$ cat src/rtl/irq_pkg.sv
package irq_pkg;
  localparam int CORE_N = 8;
  localparam int IDX_W  = $clog2(CORE_N);
  localparam int SPUR   = CORE_N - 1;

  typedef logic [CORE_N-1:0] line_t;
  typedef logic [IDX_W-1:0]  idx_t;

  typedef struct packed {
    logic hit;
    idx_t idx;
  } win_t;

  // lowest-numbered set bit wins; idx defaults to the spurious line
  function automatic win_t first_set(input line_t v);
    win_t w;
    w.hit = 1'b0;
    w.idx = idx_t'(SPUR);
    for (int i = CORE_N - 1; i >= 0; i--) begin
      if (v[i]) begin
        w.hit = 1'b1;
        w.idx = idx_t'(i);
      end
    end
    return w;
  endfunction

  // base with its low index bits cleared, then the line number added in
  function automatic logic [7:0] make_vector(input logic [7:0] base, input idx_t idx);
    logic [7:0] aligned;
    aligned = base & ~8'(CORE_N - 1);
    return aligned | 8'(idx);
  endfunction
endpackage

$ cat src/rtl/irq_core.sv
module irq_core
  import irq_pkg::*;
#(
  parameter line_t TRIG_MASK = '1
) (
  input  logic  clk,
  input  logic  rst_n,
  input  line_t req,
  input  line_t trig,
  input  line_t inject,
  input  logic  clr_en,
  input  idx_t  clr_idx,
  output line_t pend_q,
  output line_t pend_d,
  output win_t  win
);
  line_t last_q;
  line_t lvl_mode;
  line_t rise;
  line_t clr_vec;

  assign lvl_mode = trig & TRIG_MASK;
  assign rise     = req & ~last_q;
  assign clr_vec  = clr_en ? (line_t'(1) << clr_idx) : '0;

  for (genvar i = 0; i < CORE_N; i++) begin : g_line
    assign pend_d[i] = lvl_mode[i] ? req[i]
                     : ((pend_q[i] & ~clr_vec[i]) | rise[i] | inject[i]);
  end

  always_ff @(posedge clk or negedge rst_n) begin
    if (!rst_n) begin
      pend_q <= '0;
      last_q <= '0;
    end else begin
      pend_q <= pend_d;
      last_q <= req;
    end
  end

  assign win = first_set(pend_q);
endmodule

$ cat src/rtl/irq_cascade_ctrl.sv
module irq_cascade_ctrl
  import irq_pkg::*;
#(
  parameter line_t PRI_TRIG_MASK = 8'hF8,
  parameter line_t SEC_TRIG_MASK = 8'hDE,
  parameter int    CASC_LINE     = 2
) (
  input  logic                clk,
  input  logic                rst_n,
  input  logic [2*CORE_N-1:0] req_i,
  input  logic [CORE_N-1:0]   trig_pri_i,
  input  logic [CORE_N-1:0]   trig_sec_i,
  input  logic [7:0]          base_pri_i,
  input  logic [7:0]          base_sec_i,
  input  logic                ack_i,
  output logic                int_o,
  output logic                ack_done_o,
  output logic [7:0]          vec_o,
  output logic [IDX_W:0]      irq_num_o
);
  localparam line_t CASC_BIT = line_t'(1) << CASC_LINE;

  line_t p_pend_q, p_pend_d, s_pend_q, s_pend_d;
  win_t  p_win, s_win;

  // named events for the checker
  logic sec_pend_any;
  logic pri_pend_any;
  logic pri_casc_hit;
  logic sec_next_any;

  assign sec_pend_any = |s_pend_q;
  assign pri_pend_any = p_win.hit;
  assign pri_casc_hit = p_win.hit && (p_win.idx == idx_t'(CASC_LINE));
  assign sec_next_any = |s_pend_d;

  irq_core #(.TRIG_MASK(SEC_TRIG_MASK)) u_sec (
    .clk     (clk),
    .rst_n   (rst_n),
    .req     (req_i[2*CORE_N-1:CORE_N]),
    .trig    (trig_sec_i),
    .inject  ('0),
    .clr_en  (ack_i && pri_casc_hit && s_win.hit),
    .clr_idx (s_win.idx),
    .pend_q  (s_pend_q),
    .pend_d  (s_pend_d),
    .win     (s_win)
  );

  irq_core #(.TRIG_MASK(PRI_TRIG_MASK & ~CASC_BIT)) u_pri (
    .clk     (clk),
    .rst_n   (rst_n),
    .req     (req_i[CORE_N-1:0] & ~CASC_BIT),
    .trig    (trig_pri_i),
    .inject  (sec_next_any ? CASC_BIT : '0),
    .clr_en  (ack_i && p_win.hit),
    .clr_idx (p_win.idx),
    .pend_q  (p_pend_q),
    .pend_d  (p_pend_d),
    .win     (p_win)
  );

  logic [7:0]     vec_d;
  logic [IDX_W:0] num_d;

  always_comb begin
    if (pri_casc_hit) begin
      vec_d = make_vector(base_sec_i, s_win.idx);
      num_d = {1'b1, s_win.idx};
    end else begin
      vec_d = make_vector(base_pri_i, p_win.idx);
      num_d = {1'b0, p_win.idx};
    end
  end

  always_ff @(posedge clk or negedge rst_n) begin
    if (!rst_n) begin
      ack_done_o <= 1'b0;
      vec_o      <= '0;
      irq_num_o  <= '0;
    end else begin
      ack_done_o <= ack_i;
      if (ack_i) begin
        vec_o     <= vec_d;
        irq_num_o <= num_d;
      end
    end
  end

  assign int_o = |p_pend_q;
endmodule

$ cat config.mk
export PLATFORM = sky130hd
export DESIGN_NAME = irq_cascade_ctrl
export DESIGN_NICKNAME = d
export VERILOG_FILES = /design/src/rtl/irq_pkg.sv /design/src/rtl/irq_core.sv /design/src/rtl/irq_cascade_ctrl.sv
export SDC_FILE = /design/constraint.sdc
export NUM_CORES = 1
export LEC_CHECK = 0
export BUFFER_PORTS_ARGS = -buffer_cell sky130_fd_sc_hd__buf_2
export CORE_ASPECT_RATIO = 1.25
export CORE_MARGIN = 3
export CORE_UTILIZATION = 44
export DETAILED_ROUTE_END_ITERATION = 12
export GPL_ROUTABILITY_DRIVEN = 0
export PLACE_DENSITY = 0.79
export SETUP_SLACK_MARGIN = 0.4
export SKIP_LAST_GASP = 1
export SLEW_MARGIN = 10
export SYNTH_ARGS = -nofsm -noshare
export SYNTH_HDL_FRONTEND = slang
export SYNTH_SLANG_ARGS = --single-unit
$ cat constraint.sdc
create_clock -name clk -period 1.5 [get_ports clk]
set_input_delay 0.3 -clock clk [delete_from_list [all_inputs] [get_ports clk]]
set_output_delay 0.3 -clock clk [all_outputs]
set_load 0.01 [all_outputs]
### After elaboration in Yosys (flattened, before gate mapping)

Cells that the tools add are included.

* equality and inequality tests: 1
* shift-type cells: 2
* reduce and logical (&&, ||, !) cells: 6
* mux-type cells: 32
* bitwise operators: 62

Operators with widths (count)
* $mux W4: 17
* $mux W8: 3
* $or A1 B1 Y1: 19
* $and A1 B1 Y1: 16
* $and A8 B8 Y8: 2
* $not A1 Y1: 16
* $not A8 Y8: 2
* $or A8 B3 Y8: 2
* $reduce_or A8 Y1: 2
* $shl A1 B3 Y8 const A: 2
* $mux W1: 11
* $or A1 B1 Y1 const B: 5
* $logic_and A1 B1 Y1: 4
* $eq A3 B2 Y1 const B: 1
* $mux W3: 1

* register bits after elaboration: 44
* logic and storage cells: 110
* output and inout port bits: 14

### Longest topological paths before layout

* depth in word-level cells: 20
* gate-level depth with buffers: 7

### By module

Synthesis repeated with hierarchy kept, for this count alone.

* cell total of the unflattened synthesis: 178
* area, all modules: 1846.8 µm²

By module, submodules not included
* irq_core (u_sec): times used 1, seq. area each 400.4 µm², area an instance 671.9 µm², cells each 63
* irq_core (u_pri): times used 1, seq. area each 400.4 µm², area an instance 664.4 µm², cells each 63
* irq_cascade_ctrl: times used 1, seq. area each 250.2 µm², area an instance 510.5 µm², cells each 52

### Least setup slack after synthesis

No wires, ideal clock.

* path type: reg-to-reg
* from: register u_sec.pend_q[0]
* to: register u_pri.pend_q[2]
* library setup time: 0.130 ns
* arrival time: 1.528 ns
* period minus slack after synthesis: 1.658 ns
* stages on the path, launching flop included: 6
* setup slack: -0.158 ns
* path through: dfrtp_1 -> or4_4 -> o31ai_4 -> o21ai_2 -> nor3_2 -> nand3_1

* elaborated cells on any way between the ends: 37
* classes of those cells: shift (1); mux (9); bitwise (25); reduce/logical (2)

RTL lines
* start, declared: line irq_core.sv:13 `output line_t pend_q,`
* start signal, assigned: line irq_core.sv:36 `pend_q <= pend_d;`
* $mux W4 *: line irq_pkg.sv:20 `if (v[i]) begin`
* $shl A1 B3 Y8 / $logic_and A1 B1 Y1 (equally long branches): line irq_core.sv:24, irq_cascade_ctrl.sv:43
* $mux W8 *: line irq_core.sv:24 `assign clr_vec = clr_en ? (line_t'(1) << clr_idx) : '0;`
* $not A1 Y1 *: line irq_core.sv:28 `: ((pend_q[i] & ~clr_vec[i]) | rise[i] | inject[i]);`
* $and A1 B1 Y1 *: line irq_core.sv:28
* $or A1 B1 Y1 *: line irq_core.sv:28
* via s_pend_d[5]: line irq_cascade_ctrl.sv:23 `line_t p_pend_q, p_pend_d, s_pend_q, s_pend_d;`
* $reduce_or A8 Y1 *: line irq_cascade_ctrl.sv:35 `assign sec_next_any = |s_pend_d;`
* $mux W3 *: line irq_cascade_ctrl.sv:55 `.inject (sec_next_any ? CASC_BIT : '0),`
* $or A1 B1 Y1 *: line irq_core.sv:28
* via p_pend_d[2]: line irq_cascade_ctrl.sv:23
* end signal, assigned: line irq_core.sv:36
* end, declared: line irq_core.sv:13

Mark *: on every way through the listed nets, which the timed path passes. The rest lies on a longest branch.
A chain may end at the register's enable or synchronous reset.

### Final worst setup path

* from: register u_sec.pend_q[1]
* to: register u_pri.pend_q[2]

* elaborated cells on any way between the ends: 38
* classes of those cells: shift (1); mux (10); bitwise (25); reduce/logical (2)

RTL lines (line)
* $mux W4 * (2 in a row): irq_pkg.sv:20
* $shl A1 B3 Y8 / $logic_and A1 B1 Y1 (equally long branches): irq_core.sv:24, irq_cascade_ctrl.sv:43
* $mux W8 *: irq_core.sv:24
* $not A1 Y1 *: irq_core.sv:28
* $and A1 B1 Y1 *: irq_core.sv:28
* $or A1 B1 Y1 *: irq_core.sv:28
* via s_pend_d[5]: irq_cascade_ctrl.sv:23
* $reduce_or A8 Y1 *: irq_cascade_ctrl.sv:35
* $mux W3 *: irq_cascade_ctrl.sv:55
* $or A1 B1 Y1 *: irq_core.sv:28
* via p_pend_d[2]: irq_cascade_ctrl.sv:23

Marks and branches as above.

==> impl_metrics.ini <==
[outcome]
status = complete, but fails checks
violations = setup timing

[cells_and_area]
post-route-util_pct = 70.9
regArea_um2 = 1030
mostFrequentLayoutCell = buf_2
layout_common_cells = 51 x buf_2, 40 x dfrtp_1, 23 x inv_1
multiInputGateArea_um2 = 796
fill_cells = 277
area_delta_synth_final_pct = 53.1
antenna_cells = 0
drive_gt1_share_pct = 48.9
finalNetCount = 312

[clocking]
clock-sinks = 41
numCtsBuffers = 5
path_clk_slew_ns = 0.08
clock_latency_ns = 0.31
cts_root_buffer = clkbuf_8
cts.path.max_buffers = 2
cts_tree = built
ctsHtreeMaxLevel = 2

[drt]
wl_per_cell_um = 16.1
drtIter0Drc = 112
vias = 1612
finalWirelength_mm = 5.08
drtAntennaViolNets = 0
drc_errors = 0
dr.pass1.iters = 4
via_per_inst = 5.10

[timing]
maxSlewViolCount = 0
worstMarginPinSlew_ns = 0.394
layout_setup_ws_ns = -0.177
fmax_ghz = 0.596
rsz0062_at_grt = yes
setup_violations = 5
period_minus_slack_ns = 1.68
period_share_pct = 112
hold_viol = 0
relSlewSlack_pct = 73.7
holdWs_ns = 0.108
clock_skew_ns = 0.00976

[global_routing]
grt_max_degree = 20
grt_remaining_overflow = 0
antenna_found_initial = 0
grt.total_usage_pct = 20.7
grt_pass1_vias = 1623
grt_pass1_wl_mm = 7.58

[critical_path]
r2r_slack_ns = -0.18
required_ns = 1.67
cp_max_fo = 4
crit_type = flip-flop to flip-flop
crit_path_cell_trace = or4_4, o31ai_4, o21ai_2, nor3_2, nand3_1
end_kind = flip-flop
start_kind = flip-flop
crit_path_max_incr_delay_ns = 0.61
crit_slowest_cell = or4_4
cp.arrival_ns = 1.85

[logic_synthesis]
ys_seq_area_share_pct = 58.1
ys_warn_count = 0
synthArstFlopShare_pct = 100
netlist_area_um2 = 1770
synth_edf_count = 0
synth.distinct_cells = 38
syn_inst = 170
syn-num-nets = 221
ys_seq_elements = 41
synthFlopType = dfrtp_1
syn_area_per_cell_um2 = 10.4

[pwr]
p_sw_share_pct = 28.6
peakVddDrop_v = 0.000556
seqPwrFrac_pct = 48.4
p_clk_share_pct = 29.6
p_int_uw = 1840
netSwitchingPower_uw = 738
p_leak_uw = 0.00129
power.density_nw_per_um2 = 954
p_comb_share_pct = 21.9

[die]
rows = 25
core-area_um2 = 3820
pin_count = 65
dieArea_um2 = 4820
start_util_pct = 46.3
die_y_um = 76.8
die_x_um = 62.7

[job]
drv_cap = 0

[placement]
hpwl_mm = 2.87
pre_cts_slack_ns = -0.161
port_buffers = 52

[min_path]
hold_path_class = primary input to flip-flop
-- registers in the layout, indices dropped and copies added, names as in the netlist --
register / flops
vec_o: 5
u_sec.last_q: 8
ack_done_o: 1
irq_num_o: 4
u_pri.pend_q: 8
u_sec.pend_q: 8
u_pri.last_q: 7
-- stage by stage --
step / instance area [µm²] / power (µW) / TNS (ns) / cells
floorplan: 1790 / 1460 / -0.0776 / 170
global placement: 2190 / 1640 / -0.197 / 286
detailed placement: 2190 / 1650 / -0.239 / 286
CTS: 2570 / 2500 / -0.283 / 309
global route: 2710 / 2700 / -0.628 / 316
finish: 2710 / 2580 / -0.345 / 316
-- power groups by stage --
stage | clock network, µW | registers (µW) | logic (µW)
floorplan | 0 | 1290 | 171
global placement | 0 | 1250 | 386
detailed placement | 0 | 1260 | 395
CTS | 756 | 1240 | 507
global route | 831 | 1260 | 609
finish | 764 | 1250 | 567
-- kinds of logic (layout without fill, tap and decap cells) --
logic type / Yosys count / count (layout) / share of synthesized area, %
buf+inv: 30 / 122 / 7.22
mux: 5 / 5 / 2.83
flops: 41 / 41 / 58.1
simple gates: 50 / 50 / 15.7
compound gates: 44 / 44 / 16.2
-- layout make-up --
cell class / instances / share of cell area [%]
sequential: 41 / 38.0
multi-input combinational: 99 / 29.4
timing repair buffer: 90 / 23.2
inverter: 24 / 3.61
clock buffer: 8 / 3.33
tap: 54 / 2.50
-- critical path, delay by kind of cell (launching register included) --
family | cells | cell delay, ns
AND/OR/NAND/NOR | 3 | 0.85
flip-flops | 1 | 0.39
AO/OA/AOI/OAI | 2 | 0.29
-- final timing paths --
kind,start,to,cells after the start
hold / removal,req_i[9],u_sec.last_q[1],1
setup reg to reg,u_sec.pend_q[1],u_pri.pend_q[2],5
min in group asynchronous,rst_n,u_pri.pend_q[3],2
max in group asynchronous,rst_n,u_pri.pend_q[0],3
hold reg to reg,u_pri.last_q[1],u_pri.pend_q[1],1
setup / recovery,u_sec.pend_q[1],u_pri.pend_q[2],5
-- Yosys cell counts (2+ instances only) --
cell	instances	area share [%]
a21oi_1	7	2.0
buf_4	4	1.7
nand3_1	2	0.57
nand2b_1	6	2.1
nand2_1	10	2.1
clkbuf_1	2	0.43
o21ai_0	19	5.4
mux2i_1	5	2.8
dfrtp_1	41	58
nor2b_1	3	1.1
o31ai_1	2	0.85
nor3_1	5	1.4
nor2_1	15	3.2
inv_1	23	4.9
o21ai_2	2	0.99
a31oi_1	2	0.71
-- timing repair --
item,4_1_cts,5_1_grt
cloned,1,0
setup buffers,13,7
setup endpoints to repair,35,52
hold endpoints to repair,17,0
hold buffers,1,0
pin swaps,15,17
gates resized for setup,37,19
-- per-layer routing --
layer	track usage [%]	vias to the layer above	wire length (µm)
li1	-	757	-
met1	23.2	754	1900
met2	34.7	81	2660
met3	6.30	20	351
met4	11.9	0	174
met5	0	-	0
No activity file was read; power rests on OpenSTA's default activity.
